$ cat config.mk
export PLATFORM = sky130hd
export DESIGN_NAME = dma_reload_channel
export DESIGN_NICKNAME = d
export VERILOG_FILES = /design/src/rtl/dma_reload_pkg.sv /design/src/rtl/dma_chan_regs.sv /design/src/rtl/dma_chan_engine.sv /design/src/rtl/dma_reload_channel.sv
export SDC_FILE = /design/constraint.sdc
export NUM_CORES = 1
export LEC_CHECK = 0
export BUFFER_PORTS_ARGS = -buffer_cell sky130_fd_sc_hd__buf_2
export CORE_AREA = 2 2 121 123
export CTS_CLUSTER_SIZE = 28
export DETAILED_ROUTE_END_ITERATION = 10
export DIE_AREA = 0 0 123 125
export GPL_TIMING_DRIVEN = 0
export PLACE_DENSITY = 0.81
export SLEW_MARGIN = 40
export SYNTH_ARGS = -nofsm -noshare
export SYNTH_HDL_FRONTEND = slang
export SYNTH_SLANG_ARGS = --single-unit
$ cat constraint.sdc
create_clock -name clk -period 3.2 [get_ports clk]
set_clock_uncertainty 0.05 [all_clocks]
set_input_delay 0.48 -clock clk [delete_from_list [all_inputs] [get_ports clk]]
set_output_delay 0.48 -clock clk [all_outputs]
set_load 0.02 [all_outputs]
$ cat src/rtl/dma_reload_pkg.sv
// Package: shared types for the reload DMA channel.
// Assumes: the register map is indexed by word and is three bits wide.
package dma_reload_pkg;

    typedef enum logic [1:0] {
        SZ_BYTE = 2'd0,
        SZ_HALF = 2'd1,
        SZ_WORD = 2'd2,
        SZ_RSVD = 2'd3
    } xfer_size_e;

    typedef enum logic [2:0] {
        SEL_CTRL     = 3'd0,
        SEL_CUR_ADDR = 3'd1,
        SEL_CUR_CNT  = 3'd2,
        SEL_RLD_ADDR = 3'd3,
        SEL_RLD_CNT  = 3'd4,
        SEL_IRQ_EN   = 3'd5,
        SEL_STATUS   = 3'd6
    } reg_sel_e;

    typedef enum logic [1:0] {
        ENG_IDLE  = 2'd0,
        ENG_FETCH = 2'd1,
        ENG_SEND  = 2'd2
    } eng_state_e;

    // Address step for one data unit; the reserved code behaves as word.
    function automatic logic [2:0] size_step(input xfer_size_e sz);
        case (sz)
            SZ_BYTE: return 3'd1;
            SZ_HALF: return 3'd2;
            default: return 3'd4;
        endcase
    endfunction

endpackage

$ cat src/rtl/dma_chan_regs.sv
// Module: dma_chan_regs
// Holds the control register, the current and reload address/count pairs,
// the interrupt enables and the done flag. Performs the reload copy.
// Assumes: xfer_done pulses only while cur_cnt is nonzero, and software
// writes the current pair only while the channel is idle or disabled.
module dma_chan_regs
    import dma_reload_pkg::*;
#(
    parameter int ADDR_W = 32,
    parameter int CNT_W  = 16,
    parameter int PID_W  = 2
) (
    input  logic              clk,
    input  logic              rst_n,
    input  logic              wr_en,
    input  logic [2:0]        sel,
    input  logic [31:0]       wdata,
    output logic [31:0]       rdata,
    input  logic              xfer_done,
    output logic              enable,
    output xfer_size_e        size,
    output logic [PID_W-1:0]  pid,
    output logic [ADDR_W-1:0] cur_addr,
    output logic [CNT_W-1:0]  cur_cnt,
    output logic [CNT_W-1:0]  rld_cnt,
    output logic              irq
);

    logic              ring;
    logic [ADDR_W-1:0] rld_addr;
    logic [1:0]        irq_en;
    logic              done_flag;
    logic              rld_empty;
    logic              last_beat;
    logic              copy_expiry;
    logic              copy_idle;
    logic              copy_hit;
    logic              wr_ctrl, wr_cur_addr, wr_cur_cnt;
    logic              wr_rld_addr, wr_rld_cnt, wr_irq_en, wr_status;
    logic              unused_wdata;

    assign unused_wdata = ^wdata;

    // Decode which register a write targets.
    always_comb begin
        wr_ctrl     = wr_en && (sel == SEL_CTRL);
        wr_cur_addr = wr_en && (sel == SEL_CUR_ADDR);
        wr_cur_cnt  = wr_en && (sel == SEL_CUR_CNT);
        wr_rld_addr = wr_en && (sel == SEL_RLD_ADDR);
        wr_rld_cnt  = wr_en && (sel == SEL_RLD_CNT);
        wr_irq_en   = wr_en && (sel == SEL_IRQ_EN);
        wr_status   = wr_en && (sel == SEL_STATUS);
    end

    // Reload conditions: on expiry of the active buffer, or while idle.
    always_comb begin
        rld_empty   = (rld_cnt == '0);
        last_beat   = xfer_done && (cur_cnt == CNT_W'(1));
        copy_expiry = last_beat && !rld_empty;
        copy_idle   = enable && (cur_cnt == '0) && !rld_empty;
        copy_hit    = copy_expiry || copy_idle;
    end

    // Control and interrupt-enable registers.
    always_ff @(posedge clk) begin
        if (!rst_n) begin
            enable <= 1'b0;
            ring   <= 1'b0;
            size   <= SZ_BYTE;
            pid    <= '0;
            irq_en <= '0;
        end else begin
            if (wr_ctrl) begin
                enable <= wdata[0];
                ring   <= wdata[1];
                size   <= xfer_size_e'(wdata[3:2]);
                pid    <= wdata[4 +: PID_W];
            end
            if (wr_irq_en) irq_en <= wdata[1:0];
        end
    end

    // Current pair: reload copy, then per-beat step, then software write.
    always_ff @(posedge clk) begin
        if (!rst_n) begin
            cur_addr <= '0;
            cur_cnt  <= '0;
        end else if (copy_hit) begin
            cur_addr <= rld_addr;
            cur_cnt  <= rld_cnt;
        end else if (xfer_done) begin
            cur_addr <= cur_addr + ADDR_W'(size_step(size));
            cur_cnt  <= cur_cnt - CNT_W'(1);
        end else begin
            if (wr_cur_addr) cur_addr <= wdata[ADDR_W-1:0];
            if (wr_cur_cnt)  cur_cnt  <= wdata[CNT_W-1:0];
        end
    end

    // Reload pair: software write wins, else cleared after a copy unless looping.
    always_ff @(posedge clk) begin
        if (!rst_n) begin
            rld_addr <= '0;
            rld_cnt  <= '0;
        end else begin
            if (wr_rld_addr)           rld_addr <= wdata[ADDR_W-1:0];
            else if (copy_hit && !ring) rld_addr <= '0;
            if (wr_rld_cnt)            rld_cnt  <= wdata[CNT_W-1:0];
            else if (copy_hit && !ring) rld_cnt  <= '0;
        end
    end

    // Done flag: set when a buffer ends with nothing queued, write-one clears.
    always_ff @(posedge clk) begin
        if (!rst_n)                    done_flag <= 1'b0;
        else if (last_beat && rld_empty) done_flag <= 1'b1;
        else if (wr_status && wdata[1])  done_flag <= 1'b0;
    end

    // Read mux and interrupt combine.
    always_comb begin
        case (sel)
            SEL_CTRL:     rdata = 32'({pid, size, ring, enable});
            SEL_CUR_ADDR: rdata = 32'(cur_addr);
            SEL_CUR_CNT:  rdata = 32'(cur_cnt);
            SEL_RLD_ADDR: rdata = 32'(rld_addr);
            SEL_RLD_CNT:  rdata = 32'(rld_cnt);
            SEL_IRQ_EN:   rdata = 32'(irq_en);
            SEL_STATUS:   rdata = 32'({done_flag, rld_empty});
            default:      rdata = '0;
        endcase
        irq = (rld_empty && irq_en[0]) || (done_flag && irq_en[1]);
    end

    // A beat that does not end the buffer steps the count down by one.
    assert_cnt_step_R3: assert property (@(posedge clk) disable iff (!rst_n)
        (xfer_done && cur_cnt > CNT_W'(1)) |=> (cur_cnt == $past(cur_cnt) - CNT_W'(1)));

    // Without loop mode, the reload count is empty after a copy.
    assert_rld_clear_R5: assert property (@(posedge clk) disable iff (!rst_n)
        (copy_hit && !ring && !wr_rld_cnt) |=> (rld_cnt == '0));

    // In loop mode, a copy leaves the reload count as it was.
    assert_ring_keep_R7: assert property (@(posedge clk) disable iff (!rst_n)
        (copy_hit && ring && !wr_rld_cnt) |=> $stable(rld_cnt));

    // An expiry copy loads the queued count into the current count.
    assert_copy_load_R4: assert property (@(posedge clk) disable iff (!rst_n)
        copy_expiry |=> (cur_cnt == $past(rld_cnt)));

endmodule

$ cat src/rtl/dma_chan_engine.sv
// Module: dma_chan_engine
// Sequences each beat as a memory fetch followed by a send on the selected
// peripheral lane, and chains beats while work remains.
// Assumes: mem_rdata is valid the cycle after mem_rd_en and is held until
// the next request; pid and size change only while the channel is disabled.
module dma_chan_engine
    import dma_reload_pkg::*;
#(
    parameter int ADDR_W     = 32,
    parameter int CNT_W      = 16,
    parameter int NUM_PERIPH = 4,
    parameter int PID_W      = 2
) (
    input  logic                  clk,
    input  logic                  rst_n,
    input  logic                  enable,
    input  xfer_size_e            size,
    input  logic [PID_W-1:0]      pid,
    input  logic [ADDR_W-1:0]     cur_addr,
    input  logic [CNT_W-1:0]      cur_cnt,
    input  logic [CNT_W-1:0]      rld_cnt,
    output logic                  mem_rd_en,
    output logic [ADDR_W-1:0]     mem_addr,
    input  logic [31:0]           mem_rdata,
    output logic [NUM_PERIPH-1:0] tx_valid,
    input  logic [NUM_PERIPH-1:0] tx_ready,
    output logic [31:0]           tx_data,
    output logic [1:0]            tx_size,
    output logic                  xfer_done
);

    eng_state_e state;
    logic       sending;
    logic       more;

    assign sending   = (state == ENG_SEND);
    assign mem_rd_en = (state == ENG_FETCH);
    assign mem_addr  = cur_addr;
    assign tx_data   = mem_rdata;
    assign tx_size   = size;
    assign xfer_done = |(tx_valid & tx_ready);
    assign more      = (cur_cnt > CNT_W'(1)) || (rld_cnt != '0);

    // One valid line for each peripheral lane, raised only for the selected lane.
    for (genvar i = 0; i < NUM_PERIPH; i++) begin : g_lane
        assign tx_valid[i] = sending && (pid == PID_W'(i));
    end

    // Beat sequencer: idle, fetch, send, then chain or stop.
    always_ff @(posedge clk) begin
        if (!rst_n) begin
            state <= ENG_IDLE;
        end else begin
            case (state)
                ENG_IDLE:  if (enable && cur_cnt != '0) state <= ENG_FETCH;
                ENG_FETCH: state <= ENG_SEND;
                ENG_SEND:  if (xfer_done) state <= (enable && more) ? ENG_FETCH : ENG_IDLE;
                default:   state <= ENG_IDLE;
            endcase
        end
    end

    // An offered unit stays offered until it is accepted.
    assert_valid_hold_R2: assert property (@(posedge clk) disable iff (!rst_n)
        ((|tx_valid) && !xfer_done) |=> (tx_valid == $past(tx_valid)));

    // A fetch never starts while the channel is disabled.
    assert_fetch_gated_R10: assert property (@(posedge clk) disable iff (!rst_n)
        mem_rd_en |-> $past(enable));

    // At most one lane is offered data at a time.
    assert_lane_onehot_R11: assert property (@(posedge clk) disable iff (!rst_n)
        $onehot0(tx_valid));

    // A beat completes only against a nonzero current count.
    assert_no_underflow_R3: assert property (@(posedge clk) disable iff (!rst_n)
        xfer_done |-> (cur_cnt != '0));

endmodule

$ cat src/rtl/dma_reload_channel.sv
// Module: dma_reload_channel (top)
// One memory-to-peripheral DMA channel with a current and a reload buffer
// descriptor. Joins the register block and the beat engine.
// Assumes: ADDR_W <= 32 and CNT_W <= 32; NUM_PERIPH >= 1.
module dma_reload_channel
    import dma_reload_pkg::*;
#(
    parameter int ADDR_W     = 32,
    parameter int CNT_W      = 16,
    parameter int NUM_PERIPH = 4
) (
    input  logic                  clk,
    input  logic                  rst_n,
    input  logic                  reg_wr_en,
    input  logic [2:0]            reg_addr,
    input  logic [31:0]           reg_wdata,
    output logic [31:0]           reg_rdata,
    output logic                  mem_rd_en,
    output logic [ADDR_W-1:0]     mem_addr,
    input  logic [31:0]           mem_rdata,
    output logic [NUM_PERIPH-1:0] tx_valid,
    input  logic [NUM_PERIPH-1:0] tx_ready,
    output logic [31:0]           tx_data,
    output logic [1:0]            tx_size,
    output logic                  irq
);

    localparam int PID_W = (NUM_PERIPH > 1) ? $clog2(NUM_PERIPH) : 1;

    logic              enable;
    xfer_size_e        size;
    logic [PID_W-1:0]  pid;
    logic [ADDR_W-1:0] cur_addr;
    logic [CNT_W-1:0]  cur_cnt;
    logic [CNT_W-1:0]  rld_cnt;
    logic              xfer_done;

    dma_chan_regs #(
        .ADDR_W (ADDR_W),
        .CNT_W  (CNT_W),
        .PID_W  (PID_W)
    ) u_regs (
        .clk       (clk),
        .rst_n     (rst_n),
        .wr_en     (reg_wr_en),
        .sel       (reg_addr),
        .wdata     (reg_wdata),
        .rdata     (reg_rdata),
        .xfer_done (xfer_done),
        .enable    (enable),
        .size      (size),
        .pid       (pid),
        .cur_addr  (cur_addr),
        .cur_cnt   (cur_cnt),
        .rld_cnt   (rld_cnt),
        .irq       (irq)
    );

    dma_chan_engine #(
        .ADDR_W     (ADDR_W),
        .CNT_W      (CNT_W),
        .NUM_PERIPH (NUM_PERIPH),
        .PID_W      (PID_W)
    ) u_engine (
        .clk       (clk),
        .rst_n     (rst_n),
        .enable    (enable),
        .size      (size),
        .pid       (pid),
        .cur_addr  (cur_addr),
        .cur_cnt   (cur_cnt),
        .rld_cnt   (rld_cnt),
        .mem_rd_en (mem_rd_en),
        .mem_addr  (mem_addr),
        .mem_rdata (mem_rdata),
        .tx_valid  (tx_valid),
        .tx_ready  (tx_ready),
        .tx_data   (tx_data),
        .tx_size   (tx_size),
        .xfer_done (xfer_done)
    );

endmodule

==> parameters.txt <==
Parameter                              Value

Floorplanning
  Core area ... around 0.014 mm²
  Die width ... ~120 µm
  Full die area ... roughly 0.015 mm²
  Die outline height ... around 130 µm
  Starting utilization of the core area ... 0.482
  Cell Rows ... 44
  I/O pin total ... ~180

Routing
  Wire length per cell ... ~21 µm
  Iteration-0 DRC count of the detailed router ... between 1k and 1.5k
  Vias/cell ... 6.41
  Detailed-route wire length ... roughly 26000 µm
  Number of vias in the routed layout ... 7874
  Remaining antenna violation count ... 0
  Number of iterations in the first detailed-routing pass ... 6
  Detailed-route DRC error count ... 0

Synthesis
  Top post-synthesis cells by area ... dfxtp_1, mux2i_1, a22oi_1
  Total nets after synthesis ... between 900 and 1k
  Count of unique library cells instantiated by Yosys ... just under 70
  Cell with the most instances after synthesis ... dfxtp_1
  Area share of the leading cell type in the synthesized netlist ... 0.313
  Sequential fraction of the synthesis area ... 0.313
  Predominant post-synthesis flop cell ... dfxtp_1
  Count of state elements after synthesis ... 107
  Most numerous cell types in the synthesized netlist ... dfxtp_1, nor2_1, nand2_1
  Async S/R FF share, synth ... 0
  Cell area after synthesis ... about 0.0068 mm²
  Cell count after synthesis ... 885
  Avg Inst Size Synth ... roughly 7.7 µm²
  Library cell occupying the most area in the post-synthesis netlist ... dfxtp_1
  Total number of yosys warnings ... 0
  Number of flops mapped to enable cells by yosys ... 0

Timing
  Max Transition Viols Final ... 0
  Final worst path period share ... 0.974
  Slew Limit Headroom ... 0.437
  Post-route setup TNS ... 0 ns
  Clock period minus worst slack ... 3.12 ns
  Setup-violating endpoint count in the final report ... 0
  RSZ-0062 raised after global routing ... no
  Final hold violation count ... 0
  FMAX ... 321 MHz
  Actual slew at the worst max-slew pin ... 0.844 ns
  Hold slack final ... 0.345 ns

Global routing
  GRT Residual Overflow ... 0
  Number of global-route vias before repair ... between 6k and 7k
  Wire length of the first global-routing pass ... between 30000 and 40000 µm
  Global-route usage over all layers ... 0.331
  Largest net degree at the start of global routing ... 17
  Initial antenna violation count ... 0

Clock network
  Root Driver ... clkbuf_16
  Total of hold buffers inserted after clock tree synthesis ... 0
  Worst-Skew Late Latency ... about 0.37 ns
  CTS buffer count ... 9
  Number of buffers between clock root and the deepest sink ... 2
  Clock-pin slew of the registers on the worst-case setup and hold paths ... 0.07 ns
  TritonCTS clock tree ... yes
  Clock net sink count ... 107
  H-tree depth reported by CTS ... 3

Pwr
  Static Leak ... around 3.3 nW
  Worst supply voltage drop on vdd ... approximately 0.46 mV
  Post-layout total power ... about 3.3 mW
  Power per cell area ... 406 mW/mm²

Worst setup path
  Cells traversed along the worst timing path ... buf_2, buf_1, nor2b_1, clkbuf_2, a22oi_1, o22ai_1, buf_2
  Reg-to-Reg End ... u_regs.cur_addr[26]
  Data required time of the critical path ... roughly 2.7 ns
  Number of buffer and inverter instances along the worst setup path ... 4
  Delay-heaviest family, CP ... buffers and inverters
  Worst path arrival time ... around 2.6 ns
  Critical Path Slowest Stage Cell ... buf_1
  Launching element type of the critical path ... input port
  Max incr delay on CP ... around 0.53 ns
  Kind of end point of the critical path ... output port
  Classification of the worst setup path ... input port to output port
  Depth of the most critical reg-to-reg path ... 10
  Largest driver fanout on the critical path ... 10
  Reg2reg setup slack ... between 0.15 and 0.2 ns
  Crit-path most repeated cell ... buf_2
  FF-to-FF Start ... u_regs.size[1]

Layout
  Fraction of final layout cells with drive strength greater than 1 ... 0.219
  # diodes ... 0
  Layout-stage area growth over the synthesis result ... 19.3%
  Fraction of the core area covered by cells at the end of the flow ... 0.575
  Net count of the finished layout ... 1122

Place
  DP Wirelength ... between 15000 and 20000 µm
  Port-buffer cells ... around 140
  Global placer's final weighted congestion ... between 0.9 and 1

Job
  # Max-Cap Violations ... 0

Min path
  Hold path startpoint ... reg_wdata[16]
  Worst min-delay path class ... input port to flop
  Hold depth ... 3
  Worst hold path endpoint ... u_regs.rld_addr[16]

Status
  Run status ... finished, final reports clean
worst min-delay path: stages:
cell and delay (ns):
buf_2 0.09, a22oi_1 0.07, nor2_1 0.08
timing repair:
action / in CTS / in global routing
buffers inserted: 0 / 0
endpoints found under the setup margin: 2 / 13
gates resized for setup: 1 / 5
cloned: 0 / 0
stage by stage:
stage / cells / setup slack, ns / area [µm²]
floorplan: 885 / 0.453 / 6850
finish: 1229 / 0.0819 / 8170
detailed placement: 1214 / -0.000968 / 7800
CTS: 1229 / 0.00944 / 8140
global placement: 1213 / 0.0318 / 7800
global route: 1229 / 0.0636 / 8170
layer usage:
metal	global-route usage	part of all wire
met5	0	0
met4	0.141	0.038
met3	0.0776	0.13
met2	0.472	0.43
met1	0.473	0.40
kinds of logic (layout without fill, tap and decap cells):
group                    after synthesis  after routing  share of synthesized area
AO/OA/AOI/OAI                        241            241                      0.243
XOR/XNOR                               9              9                     0.0115
adder cells (fa/ha/maj)                7              7                     0.0139
buffers and inverters                120            280                     0.0885
flip-flops                           107            107                      0.313
multiplexers                          46             46                     0.0718
AND/OR/NAND/NOR                      355            355                      0.258
worst max-delay path by stage:
stage                    from  depth (start not counted)                  end  slack [ns]
6_report          reg_addr[0]                          7        reg_rdata[15]        0.08
5_1_grt           reg_addr[0]                          7        reg_rdata[15]        0.06
4_1_cts           reg_addr[0]                          7        reg_rdata[15]       0.009
3_5_place_dp   u_regs.size[1]                         10  u_regs.cur_addr[26]      -0.001
3_3_place_gp      reg_addr[0]                          7        reg_rdata[15]        0.03
2_1_floorplan  u_regs.size[0]                         10  u_regs.cur_addr[26]        0.45
cell type report:
class	count	area, µm²
clock inverter	4	98.8
clock buffer	11	243
multi-input combinational	658	4120
inverter	17	63.8
buffer	103	543
timing repair buffer	145	726
tap	184	230
fill	1349	6040
sequential	107	2140
state kept, by name, indices dropped and copies added (netlist names):
| signal | cells |
|---|---|
| u_regs.cur_addr | 32 |
| u_regs.irq_en | 2 |
| u_regs.pid | 2 |
| u_regs.enable | 1 |
| u_engine.state | 2 |
| u_regs.done_flag | 1 |
| u_regs.ring | 1 |
| u_regs.cur_cnt | 16 |
| u_regs.size | 2 |
| u_regs.rld_addr | 32 |
| u_regs.rld_cnt | 16 |
report_power, final:
group / switching [mW] / internal (mW)
clock network: 0.530 / 0.785
logic: 0.351 / 0.219
registers: 0.0586 / 1.37
cell usage in the layout, fill, tap and decap left out, types with 17 or more instances in the layout:
| cell type | Yosys | final |
|---|---|---|
| inv_1 | 17 | 17 |
| nand3_1 | 61 | 60 |
| clkbuf_1 | 46 | 46 |
| a22oi_1 | 48 | 48 |
| nor2b_1 | 21 | 21 |
| nand2_1 | 85 | 85 |
| o22ai_1 | 17 | 17 |
| dfxtp_1 | 107 | 107 |
| buf_4 | 33 | 33 |
| buf_2 | 13 | 158 |
| nor2_1 | 88 | 88 |
| a21oi_1 | 36 | 36 |
| nor3_1 | 19 | 18 |
| mux2i_1 | 42 | 42 |
| o21ai_0 | 47 | 47 |
No activity file was read; power rests on OpenSTA's default activity.
